### src/rtl/spi_host_pkg.sv
package spi_host_pkg;
  localparam int BUS_W = 32;
  localparam int CTL_BITS = 13;

  // register offsets (byte addresses)
  localparam logic [4:0] OFS_DIV  = 5'h00;
  localparam logic [4:0] OFS_TX   = 5'h04;
  localparam logic [4:0] OFS_RX   = 5'h08;
  localparam logic [4:0] OFS_CTL  = 5'h0C;
  localparam logic [4:0] OFS_IE   = 5'h10;

  // control word fields
  localparam int F_MSB   = 4;
  localparam int F_CPHA  = 5;
  localparam int F_CPOL  = 6;
  localparam int F_SRST  = 7;
  localparam int F_MST   = 8;
  localparam int F_EN    = 9;
  localparam int F_LOOP  = 10;
  localparam int F_TXQ   = 11;
  localparam int F_RXQ   = 12;
  localparam int F_IEBIT = 2;

  typedef enum logic {ENG_IDLE, ENG_RUN} eng_state_t;
endpackage

### src/rtl/spi_host_fifo.sv
module spi_host_fifo #(
  parameter int W     = 16,
  parameter int DEPTH = 8
) (
  input  logic                       clk,
  input  logic                       rst,
  input  logic                       flush,
  input  logic                       single,
  input  logic                       push,
  input  logic [W-1:0]               wdata,
  input  logic                       pop,
  output logic [W-1:0]               rdata,
  output logic                       empty,
  output logic                       full,
  output logic [$clog2(DEPTH):0]     count
);
  localparam int AW = $clog2(DEPTH);
  localparam int CW = AW + 1;

  logic [W-1:0]  mem [DEPTH];
  logic [AW-1:0] wp_q, rp_q;
  logic [CW-1:0] cnt_q;
  logic          do_push, do_pop;

  assign empty   = (cnt_q == '0);
  assign full    = single ? (cnt_q != '0) : (cnt_q == CW'(DEPTH));
  assign do_push = push && !full;
  assign do_pop  = pop && !empty;
  assign rdata   = mem[rp_q];
  assign count   = cnt_q;

  always_ff @(posedge clk) begin
    if (do_push) mem[wp_q] <= wdata;
  end

  always_ff @(posedge clk) begin
    if (rst || flush) begin
      wp_q  <= '0;
      rp_q  <= '0;
      cnt_q <= '0;
    end else begin
      if (do_push) wp_q <= wp_q + 1'b1;
      if (do_pop)  rp_q <= rp_q + 1'b1;
      case ({do_push, do_pop})
        2'b10:   cnt_q <= cnt_q + 1'b1;
        2'b01:   cnt_q <= cnt_q - 1'b1;
        default: cnt_q <= cnt_q;
      endcase
    end
  end
endmodule

### src/rtl/spi_host_baud.sv
module spi_host_baud #(
  parameter int DIV_W = 16
) (
  input  logic             clk,
  input  logic             rst,
  input  logic             run,
  input  logic [DIV_W-1:0] div,
  output logic             tick
);
  logic [DIV_W-1:0] cnt_q;
  logic [DIV_W-1:0] last;

  // divisor 0 wraps to the full 2**DIV_W count
  assign last = div - 1'b1;
  assign tick = run && (cnt_q == last);

  always_ff @(posedge clk) begin
    if (rst || !run) cnt_q <= '0;
    else if (tick)   cnt_q <= '0;
    else             cnt_q <= cnt_q + 1'b1;
  end
endmodule

### src/rtl/spi_host_engine.sv
module spi_host_engine
  import spi_host_pkg::*;
#(
  parameter int W = 16
) (
  input  logic                 clk,
  input  logic                 rst,
  input  logic                 go,
  input  logic [$clog2(W)-1:0] wcode,
  input  logic                 cpha,
  input  logic                 cpol,
  input  logic                 msb,
  input  logic                 loop,
  input  logic                 tick,
  input  logic                 tx_valid,
  input  logic [W-1:0]         tx_data,
  output logic                 tx_pop,
  output logic                 rx_push,
  output logic [W-1:0]         rx_data,
  output logic                 busy,
  output logic                 sclk,
  output logic                 mosi,
  input  logic                 miso
);
  localparam int CODE_W = $clog2(W);
  localparam int N_W    = CODE_W + 1;

  eng_state_t      state_q;
  logic [N_W-1:0]  n_q, n_nx, tidx_w;
  logic [CODE_W-1:0] samp_idx, tx_idx;
  logic [W-1:0]    word_q, rx_q;
  logic            sclk_q, mosi_q, push_q;
  logic            tx_ok, last_edge, rx_in;

  function automatic logic [CODE_W-1:0] place(input logic m,
                                               input logic [CODE_W-1:0] wc,
                                               input logic [CODE_W-1:0] idx);
    return m ? (wc - idx) : idx;
  endfunction

  always_comb begin
    n_nx      = n_q + 1'b1;
    samp_idx  = n_q[N_W-1:1];
    tidx_w    = cpha ? (n_q >> 1) : (n_nx >> 1);
    tx_idx    = tidx_w[CODE_W-1:0];
    tx_ok     = (tidx_w <= {1'b0, wcode});
    last_edge = (n_q == {wcode, 1'b1});
    rx_in     = loop ? mosi_q : miso;
    tx_pop    = (state_q == ENG_IDLE) && go && tx_valid;
  end

  always_ff @(posedge clk) begin
    if (rst) begin
      state_q <= ENG_IDLE;
      n_q     <= '0;
      word_q  <= '0;
      rx_q    <= '0;
      sclk_q  <= 1'b0;
      mosi_q  <= 1'b0;
      push_q  <= 1'b0;
    end else begin
      push_q <= 1'b0;
      case (state_q)
        ENG_IDLE: begin
          sclk_q <= cpol;
          if (tx_pop) begin
            word_q  <= tx_data;
            rx_q    <= '0;
            n_q     <= '0;
            mosi_q  <= tx_data[place(msb, wcode, '0)];
            state_q <= ENG_RUN;
          end
        end
        default: begin
          if (!go) begin
            state_q <= ENG_IDLE;
            sclk_q  <= cpol;
          end else if (tick) begin
            if (n_q[0] == cpha) rx_q[place(msb, wcode, samp_idx)] <= rx_in;
            n_q    <= n_nx;
            sclk_q <= ~sclk_q;
            if (tx_ok) mosi_q <= word_q[place(msb, wcode, tx_idx)];
            if (last_edge) begin
              state_q <= ENG_IDLE;
              push_q  <= 1'b1;
            end
          end
        end
      endcase
    end
  end

  assign busy    = (state_q == ENG_RUN);
  assign sclk    = sclk_q;
  assign mosi    = mosi_q;
  assign rx_push = push_q;
  assign rx_data = rx_q;
endmodule

### src/rtl/spi_host_ctrl.sv
module spi_host_ctrl
  import spi_host_pkg::*;
#(
  parameter int DATA_W = 16,
  parameter int DIV_W  = 16,
  parameter int DEPTH  = 8,
  parameter int ADDR_W = 5
) (
  input  logic              clk,
  input  logic              rst,
  input  logic              reg_wr,
  input  logic              reg_rd,
  input  logic [ADDR_W-1:0] reg_addr,
  input  logic [BUS_W-1:0]  reg_wdata,
  output logic [BUS_W-1:0]  reg_rdata,
  output logic              sclk,
  output logic              mosi,
  input  logic              miso,
  output logic              irq
);
  localparam int CODE_W = $clog2(DATA_W);
  localparam int CNT_W  = $clog2(DEPTH) + 1;

  logic [DIV_W-1:0]    div_q;
  logic [CTL_BITS-1:0] ctrl_q;
  logic                ie_q, irq_q;
  logic [BUS_W-1:0]    rdata_q;

  logic sel_div, sel_tx, sel_rx, sel_ctl, sel_ie;
  logic srst, go;
  logic tx_empty, tx_full, tx_pop;
  logic rx_empty, rx_full, rx_push, rx_pop;
  logic [DATA_W-1:0] tx_head, rx_head, rx_word;
  logic [CNT_W-1:0]  tx_cnt, rx_cnt;
  logic eng_busy, baud_tick;

  assign sel_div = (reg_addr == ADDR_W'(OFS_DIV));
  assign sel_tx  = (reg_addr == ADDR_W'(OFS_TX));
  assign sel_rx  = (reg_addr == ADDR_W'(OFS_RX));
  assign sel_ctl = (reg_addr == ADDR_W'(OFS_CTL));
  assign sel_ie  = (reg_addr == ADDR_W'(OFS_IE));

  assign srst   = ctrl_q[F_SRST];
  assign go     = ctrl_q[F_EN] && ctrl_q[F_MST] && !srst;
  assign rx_pop = reg_rd && sel_rx;

  always_ff @(posedge clk) begin
    if (rst) begin
      div_q  <= '0;
      ctrl_q <= '0;
      ie_q   <= 1'b0;
    end else if (reg_wr) begin
      if (sel_div) div_q  <= reg_wdata[DIV_W-1:0];
      if (sel_ctl) ctrl_q <= reg_wdata[CTL_BITS-1:0];
      if (sel_ie)  ie_q   <= reg_wdata[F_IEBIT];
    end
  end

  always_ff @(posedge clk) begin
    if (rst) begin
      rdata_q <= '0;
    end else if (reg_rd) begin
      rdata_q <= '0;
      if (sel_div) rdata_q[DIV_W-1:0]    <= div_q;
      if (sel_ctl) rdata_q[CTL_BITS-1:0] <= ctrl_q;
      if (sel_ie)  rdata_q[F_IEBIT]      <= ie_q;
      if (sel_rx && !rx_empty) rdata_q[DATA_W-1:0] <= rx_head;
    end
  end

  always_ff @(posedge clk) begin
    if (rst) irq_q <= 1'b0;
    else     irq_q <= ie_q && !eng_busy && tx_empty;
  end

  spi_host_fifo #(.W(DATA_W), .DEPTH(DEPTH)) u_txq (
    .clk(clk), .rst(rst), .flush(srst), .single(!ctrl_q[F_TXQ]),
    .push(reg_wr && sel_tx), .wdata(reg_wdata[DATA_W-1:0]),
    .pop(tx_pop), .rdata(tx_head), .empty(tx_empty), .full(tx_full),
    .count(tx_cnt));

  spi_host_fifo #(.W(DATA_W), .DEPTH(DEPTH)) u_rxq (
    .clk(clk), .rst(rst), .flush(srst), .single(!ctrl_q[F_RXQ]),
    .push(rx_push), .wdata(rx_word),
    .pop(rx_pop), .rdata(rx_head), .empty(rx_empty), .full(rx_full),
    .count(rx_cnt));

  spi_host_baud #(.DIV_W(DIV_W)) u_baud (
    .clk(clk), .rst(rst), .run(eng_busy && go), .div(div_q),
    .tick(baud_tick));

  spi_host_engine #(.W(DATA_W)) u_eng (
    .clk(clk), .rst(rst), .go(go), .wcode(ctrl_q[CODE_W-1:0]),
    .cpha(ctrl_q[F_CPHA]), .cpol(ctrl_q[F_CPOL]), .msb(ctrl_q[F_MSB]),
    .loop(ctrl_q[F_LOOP]), .tick(baud_tick),
    .tx_valid(!tx_empty), .tx_data(tx_head), .tx_pop(tx_pop),
    .rx_push(rx_push), .rx_data(rx_word), .busy(eng_busy),
    .sclk(sclk), .mosi(mosi), .miso(miso));

  assign reg_rdata = rdata_q;
  assign irq       = irq_q;
endmodule

### config.mk
export PLATFORM = sky130hd
export DESIGN_NAME = spi_host_ctrl
export DESIGN_NICKNAME = d
export VERILOG_FILES = /design/src/rtl/spi_host_pkg.sv /design/src/rtl/spi_host_fifo.sv /design/src/rtl/spi_host_baud.sv /design/src/rtl/spi_host_engine.sv /design/src/rtl/spi_host_ctrl.sv
export SDC_FILE = /design/constraint.sdc
export NUM_CORES = 1
export LEC_CHECK = 0
export ABC_AREA = 1
export BUFFER_PORTS_ARGS = -buffer_cell sky130_fd_sc_hd__buf_2
export CORE_UTILIZATION = 55
export CTS_CLUSTER_SIZE = 14
export DETAILED_ROUTE_END_ITERATION = 10
export GPL_ROUTABILITY_DRIVEN = 0
export PLACE_DENSITY = 0.69
export RECOVER_POWER = 25
export SLEW_MARGIN = 20
export SYNTH_ARGS = -nofsm -noshare
export SYNTH_HDL_FRONTEND = slang
export SYNTH_SLANG_ARGS = --single-unit
### constraint.sdc
create_clock -name clk -period 3.9 [get_ports clk]
set_clock_uncertainty 0.2 [all_clocks]
set_input_delay 0.585 -clock clk [delete_from_list [all_inputs] [get_ports clk]]
set_output_delay 0.585 -clock clk [all_outputs]
set_load 0.005 [all_outputs]
==> results of run 1 <==
state kept, by name (all words and copies together) (netlist names), 3 cells and up, named ones only:
register,flops
ctrl_q,13
u_txq.count,4
u_rxq.rp_q,3
u_baud.cnt_q,16
u_txq.mem,128
u_eng.n_q,5
u_eng.word_q,16
div_q,16
u_eng.rx_data,16
u_rxq.mem,128
u_txq.rp_q,3
u_rxq.wp_q,3
reg_rdata,16
u_txq.wp_q,3
u_rxq.count,4
Yosys cell counts (8+ instances only):
cell type	n
a21oi_1	92
a41oi_1	12
buf_1	11
buf_2	11
buf_4	16
clkbuf_1	54
dfxtp_1	130
edfxtp_1	256
ha_1	23
inv_1	177
inv_2	8
mux2i_1	19
nand2_1	371
nand3_1	123
nand3b_1	12
nand4_1	12
nor2_1	229
nor3_1	18
o211ai_1	14
o21ai_0	154
o21ai_1	8
o221ai_1	19
o32ai_1	13
xnor2_1	11
xor2_1	19
final timing paths:
check	start	endpoint	slack, ps
worst max-delay path	u_eng.n_q[0]	u_eng.mosi	900
worst min-delay path	rst	ctrl_q[10]	210
worst max register to register	u_eng.n_q[0]	u_eng.mosi	900
worst min register to register	u_txq.rp_q[2]	register	270
cell type report:
| type | instances | area, um^2 |
|---|---|---|
| fill | 2502 | 11500 |
| sequential | 386 | 10300 |
| multi-input combinational | 1209 | 6120 |
| clock buffer | 60 | 1170 |
| inverter | 187 | 702 |
| tap | 396 | 495 |
| timing repair buffer | 78 | 455 |
| clock inverter | 16 | 168 |
| antenna | 1 | 2.50 |
routing by layer:
| layer | vias to the layer above | part of all wire [%] |
|---|---|---|
| met5 | - | 0 |
| met4 | 0 | 3.7 |
| met3 | 96 | 6.3 |
| met2 | 440 | 45 |
| met1 | 6106 | 46 |
| li1 | 6385 | - |
power by group through the flow:
stage               sequential [mW]  clock, mW  combinational, mW
finish                         4.36       3.84              0.197
global route                   4.36       4.04              0.220
CTS                            4.36       3.89              0.198
detailed placement             4.45          0              0.196
global placement               4.45          0              0.192
floorplan                      4.44          0              0.122
worst register-to-register path, stage by stage (launching register included):
cell	delay [ps]
dfxtp_1	500
ha_1	230
nand2_1	70
nor2_1	130
xor2_1	200
nand2_1	60
o21ai_0	130
ha_1	320
nand3_1	80
nor2_1	40
o311ai_0	500
a21boi_0	280
nand2_1	80
a21oi_1	120
kinds of logic after synthesis:
group | count (synthesis)
multiplexers | 19
buffers and inverters | 284
XOR/XNOR | 30
other | 1
flip-flops | 386
AO/OA/AOI/OAI | 326
AND/OR/NAND/NOR | 791
adder cells (fa/ha/maj) | 27
layout by cell type, fill, tap and decap left out, types with 16 or more instances in the layout:
master	synthesis	final
nand3_1	123	123
inv_1	177	176
clkbuf_16	0	43
buf_2	11	28
xor2_1	19	19
o21ai_0	154	154
clkbuf_1	54	30
buf_4	16	34
dfxtp_1	130	127
conb_1	1	16
edfxtp_1	256	256
a21oi_1	92	92
mux2i_1	19	19
nor2_1	229	229
ha_1	23	23
nand2_1	371	371
o221ai_1	19	19
through the flow:
stage	power [mW]	util, %	setup WS (ps)
after CTS	8.45	62.8	984
after floorplan	4.56	-	891
after global routing	8.62	62.8	659
after detailed placement	4.64	58.5	632
final	8.40	62.8	896
after global placement	4.64	58.5	664
==> impl_results.md, run 1 <==
- Outcome: finished clean
- Die W: 180 um
- Post-synthesis sequential area ratio: between 50 and 60%
- DRT Pass-1 Iters: 7
- WP data arrival: 3280 ps
- Met1 GRT Util: 36.5%
- Post CTS Setup Buffer Count: 0
- Comb power frac: 2.3%
- Synthesized instance count: 1864
- Final setup fails: 0
- Cell Count, Final, Fillers Out: 2333
- CTS Root Cell: clkbuf_16
- Slowest stage delay, CP: about 500 ps
- Worst VDD drop: 0.000317 V
- Initial Util: 56.6%
- Post-synthesis cell type count: 51
- Final instance area: 19400 um^2
- Remaining DRCs: 0
- PortBufs: 44
- Clk_lat worst skew: 540 ps
- Vias per cell: 5.58
- Total negative setup slack: 0 ps
- Critical path's most frequent cell: nand2_1
- Synth Flop Type: edfxtp_1
- Critical Path Stages: 13
- Layout cells sized above 1: 8.01%
- Reg power frac: 51.9%
- Worst-case headroom to the max-slew limit: 40.0%
- CP delay by family, top: compound AO/OA/AOI/OAI gates
- WHS: 209 ps
- Routed length per instance: 17.8 um
- Die ar.: between 30000 and 40000 um^2
- CP max stage cell: dfxtp_1
- Setup crit end kind: register
- Final HPWL DP: 27.4 mm
- Row cnt: 64
- GRT Util Overall: 25.7%
- Simple-Gate Fraction of Synth Area: 19.0%
- Hold_buf cts: 0
- Mux contribution to synthesized area: between 1 and 1.5%
- Grt met3 use: 3.33%
- H-tree depth: 2
- Pint: 6.69 mW
- Kind of critical path: reg2reg
- Period Utilization, post-route: 77.0%
- CP Launch Type: register
- Compound-gate portion of the synthesized area: 10.7%
- Layout Nets: around 2000
- Initial DRC Count: 1265
- Post-Synth Adder-Cell Area: 2.10%
- CTS tree: yes
- Cell taking the most area after synthesis: edfxtp_1
- Leakage: about 7.3 nW
- Largest net degree at the start of global routing: 65
- Final WL: 41.6 mm
- Net Switching: 1.71 mW
- Global Route met2 Usage: 40.1%
- Synth async-reset ratio: 0%
- Max Slew Vio Count: 0
- Instance area at placement: 18100 um^2
- Synth warn: 0
- CTS Buf Count: 41
- Reg2reg path depth: 13
- CTS Sinks: between 300 and 400
- Post-Syn Area: 17500 um^2
- GRT Max-Usage Layer: met2
- Post-synth EDFFs: 256
- Vias: 13000
- Final ANT Viol Nets: 0
- RSZ-0062 raised after global routing: no
- Clock Power Share: 45.8%
- Die height: 180 um
- Core area: 30900 um^2
- # resized after CTS: 0
- Initial antenna violation count: 1
- Area contributors post-synth: edfxtp_1 44%, dfxtp_1 15%, nand2_1 8.0%, nor2_1 4.9%, o21ai_0 4.4%
- Min Tclk post-route: 3000 ps
- Clk buf depth: 3
- First-pass GRT wire length: 65.3 mm
- Critical Path Fanout Max: 7
- Inst Count DP: roughly 2300
- Synth Area in XOR/XNOR: about 1.5%
- Synthesized flop and latch total: 386
- Largest family of logic cells by synthesized area: simple AND/OR/NAND/NOR gates
- Worst Hold Class: in2reg
- Hold path cells: 2
- Vias in the first global route: 12300
- I/O Pins: 77
- Endpoints failing hold: 0
- Clk slew on worst S/H paths: 60 ps
- CP cell instances: ha_1 > nand2_1 > nor2_1 > xor2_1 > nand2_1 > o21ai_0 > ha_1 > nand3_1 > nor2_1 > o311ai_0 > a21boi_0 > nand2_1 > a21oi_1
- Syn avg cell area: 9.38 um^2
- Share of the synthesized area in the top cell type: 44.0%
- Buf/Inv on CP: 0
- Critical Path RT: 4170 ps
- P per Cell Area: ~430 nW/um^2
- Worst-Margin Slew: 899 ps
- Fmax: 333 MHz
- Sw Share: 20.3%
- GR Overflow Total: 0
- Layout area overhead: 11.0%
- Maxcap violations: 0
Note: power is estimated with default switching activity, not from simulation.
==> run 2, diff against run 1 <==
--- a/config.mk
+++ b/config.mk
@@ -5,13 +5,13 @@
 export SDC_FILE = /design/constraint.sdc
 export NUM_CORES = 1
 export LEC_CHECK = 0
-export ABC_AREA = 1
+export ABC_AREA = 0
 export BUFFER_PORTS_ARGS = -buffer_cell sky130_fd_sc_hd__buf_2
 export CORE_UTILIZATION = 55
 export CTS_CLUSTER_SIZE = 14
 export DETAILED_ROUTE_END_ITERATION = 10
 export GPL_ROUTABILITY_DRIVEN = 0
-export PLACE_DENSITY = 0.69
+export PLACE_DENSITY = 0.7
 export RECOVER_POWER = 25
 export SLEW_MARGIN = 20
 export SYNTH_ARGS = -nofsm -noshare
==> constraint.sdc (replaced) <==
create_clock -name clk -period 3 [get_ports clk]
set_clock_uncertainty 0.2 [all_clocks]
set_input_delay 0.45 -clock clk [delete_from_list [all_inputs] [get_ports clk]]
set_output_delay 0.45 -clock clk [all_outputs]
set_load 0.005 [all_outputs]
==> run 2 against run 1 <==
Against the previous run:
- the run now ends with setup timing left
- maximum frequency shrank 6.0%
- synthesized area down 5.0%
- clock power increased by 30%
- core utilization is 2.9 points higher
==> impl_results.md, run 2 <==
- Outcome: finished with violations
- Failing checks: setup timing
- Final WL: 38.3 mm
- Synthesized flop and latch total: 386
- Worst VDD drop: 0.000768 V
- Vias: between 10000 and 15000
- Row cnt: 63
- Critical Path RT: between 3000 and 4000 ps
- Number of diodes: 0
- Top Registers: u_rxq.mem x128, u_txq.mem x128
- Synth Flop Type: edfxtp_1
- Maxcap violations: 0
- Power, Total: 10.8 mW
- Inst Count DP: 1681
- RSZ-0062 raised after global routing: yes
- Cell with the most instances after synthesis: edfxtp_1
- Slowest stage delay, CP: 580 ps
- Initial Util: 55.9%
- Final ANT Viol Nets: 0
- Cell Count, Final, Fillers Out: 1762
- Core area: slightly below 30000 um^2
- Layout Nets: 1410
- Endpoints failing hold: 0
- Final setup fails: 22
- Critical Path Fanout Max: 5
- Synthesized instance count: about 1200
- Syn avg cell area: around 13 um^2
- Share of the synthesized area in the top cell type: 46.3%
- Post-synthesis sequential area ratio: 61.9%
- Remaining DRCs: 0
- Post-Syn Area: 16600 um^2
- PortBufs: between 40 and 50
- Reg2reg path depth: 9
- Final core occ: 65.7%
- Worst-Margin Slew: 953 ps
- First-pass GRT wire length: between 50 and 60 mm
- Die W: about 180 um
- Fill count: a little over 2000
- Setup crit end kind: register
- Clk slew on worst S/H paths: 60 ps
- CTS Buf Count: 40
- Post-synthesis cell type count: a little under 70
- Commonest cells after routing, fill and taps aside: 256 x edfxtp_1, 123 x dfxtp_1, 109 x nor2_1
- Final HPWL DP: 24.9 mm
- Clk_lat worst skew: 520 ps
- Hold path cells: 4
- CP Launch Type: register
- Fmax: 313 MHz
- Die ar.: slightly above 30000 um^2
- Leakage: about 6.5 nW
- CP cell instances: or4_4 > nor4_4 > mux2_4 > a31oi_4 > o2111ai_4 > o21ai_4 > clkbuf_16 > a31oi_1 > a211oi_1
- Clk buf depth: 3
- Layout area overhead: 17.5%
- Area contributors post-synth: edfxtp_1 46%, dfxtp_1 16%, mux4_2 9.4%, mux2i_1 2.8%, nor2_1 2.5%
- I/O Pins: 77
- CTS Root Cell: clkbuf_16
- DRT Pass-1 Iters: 7
- Initial DRC Count: about 900
- Initial antenna violation count: 0
- CTS tree: yes
- Worst Hold Class: in2reg
- Post-synth EDFFs: 256
- GRT Util Overall: roughly 25%
- Worst-case headroom to the max-slew limit: 36.4%
- GR Overflow Total: 0
- Min Tclk post-route: 3200 ps
- H-tree depth: 2
- P per Cell Area: 556 nW/um^2
- Routed length per instance: roughly 22 um
- Synth async-reset ratio: 0%
- Period Utilization, post-route: 107%
- WP data arrival: ~3400 ps
- CP max stage cell: or4_4
- Max Slew Vio Count: 0
- Vias per cell: just under 6
- Layout cells sized above 1: between 20% and 30%
- CTS Sinks: 386
- Kind of critical path: reg2reg
- Synth warn: 0
- Vias in the first global route: 10200
- Largest net degree at the start of global routing: 88
- Cell taking the most area after synthesis: edfxtp_1
- Total negative setup slack: -2860 ps
- Final setup margin: -195 ps
- Die height: 176 um
- Post-synth top cells: 256 x edfxtp_1, 130 x dfxtp_1, 110 x nor2_1, 102 x nand2_1
- Commonest non-fill, non-tap cell in the layout: edfxtp_1
[run 2: cell types whose count changed in the layout (fill, tap and decap cells not counted), moves of 13 or more]
cell and delta:
nand3_1 -110, mux2i_1 +25, buf_4 +43, o21ai_0 -134, mux4_2 +69, a21oi_1 -24
a211oi_1 +33, inv_1 -152, nor2_1 -120, xnor2_1 +13, o221ai_1 -17, nand2_1 -270
a221oi_1 +14
[run 2: path summary, 6_finish.rpt]
check	start	endpoint	slack, ps
hold reg to reg	ctrl_q[9]	ctrl_q[9]	270
hold / removal	reg_wr	ie_q	150
setup / recovery	div_q[4]	u_eng.rx_data[5]	-200
setup reg to reg	div_q[4]	u_eng.rx_data[5]	-200
[run 2: kinds of logic after synthesis]
| family | count (synthesis) | share of synthesized area (%) |
|---|---|---|
| flip-flops | 386 | 61.9 |
| AND/OR/NAND/NOR | 324 | 9.07 |
| AO/OA/AOI/OAI | 202 | 8.07 |
| multiplexers | 123 | 12.7 |
| buffers and inverters | 117 | 3.25 |
| XOR/XNOR | 53 | 2.79 |
| adder cells (fa/ha/maj) | 27 | 2.21 |
| other | 1 | 0.0226 |
[run 2: layout make-up]
cell class | count | area, um^2 | area share, %
inverters | 28 | 106 | 0.545
well taps | 390 | 488 | 2.50
clock inverters | 21 | 243 | 1.24
repair buffers | 140 | 1120 | 5.76
clock buffers | 52 | 1110 | 5.67
flip-flops and latches | 386 | 10300 | 52.8
multi-input cells | 745 | 6150 | 31.5
[run 2: worst max-delay path: cells and delay by family (launching register included)]
| kind | cells | cell delay (ps) |
|---|---|---|
| multiplexers | 1 | 350 |
| AO/OA/AOI/OAI | 5 | 1060 |
| flip-flops | 1 | 320 |
| buffers and inverters | 1 | 220 |
| AND/OR/NAND/NOR | 2 | 950 |
[run 2: routing by layer]
layer	up-vias	part of all wire (%)	track usage [%]
li1	4838	-	-
met5	-	0	0
met3	63	5.7	3.31
met2	357	48	39.8
met4	0	2.2	8.22
met1	5244	44	36.2
[run 2: per-stage QoR]
step / cell area (um^2) / hold WS (ps) / setup WS (ps)
detailed placement: 17800 / 263 / -181
global route: 19500 / 182 / -262
CTS: 19300 / 61.2 / -137
finish: 19500 / 148 / -195
floorplan: 16700 / 249 / -74.3
global placement: 17800 / 259 / -159
[run 2: what timing repair did]
action                                  in CTS  in global routing
hold buffers                                 0                  0
setup buffers                                3                  2
cloned                                       0                  3
pin swaps                                   10                 15
resized for setup                           14                 45
endpoints found under the setup margin      40                 42
[run 2: where the power goes]
| part | total (mW) | internal (mW) | switching (mW) |
|---|---|---|---|
| sequential | 5.64 | 5.64 | 0.00600 |
| combinational | 0.194 | 0.0585 | 0.136 |
| clock | 5.01 | 3.04 | 1.97 |
| total | 10.8 | 8.74 | 2.11 |
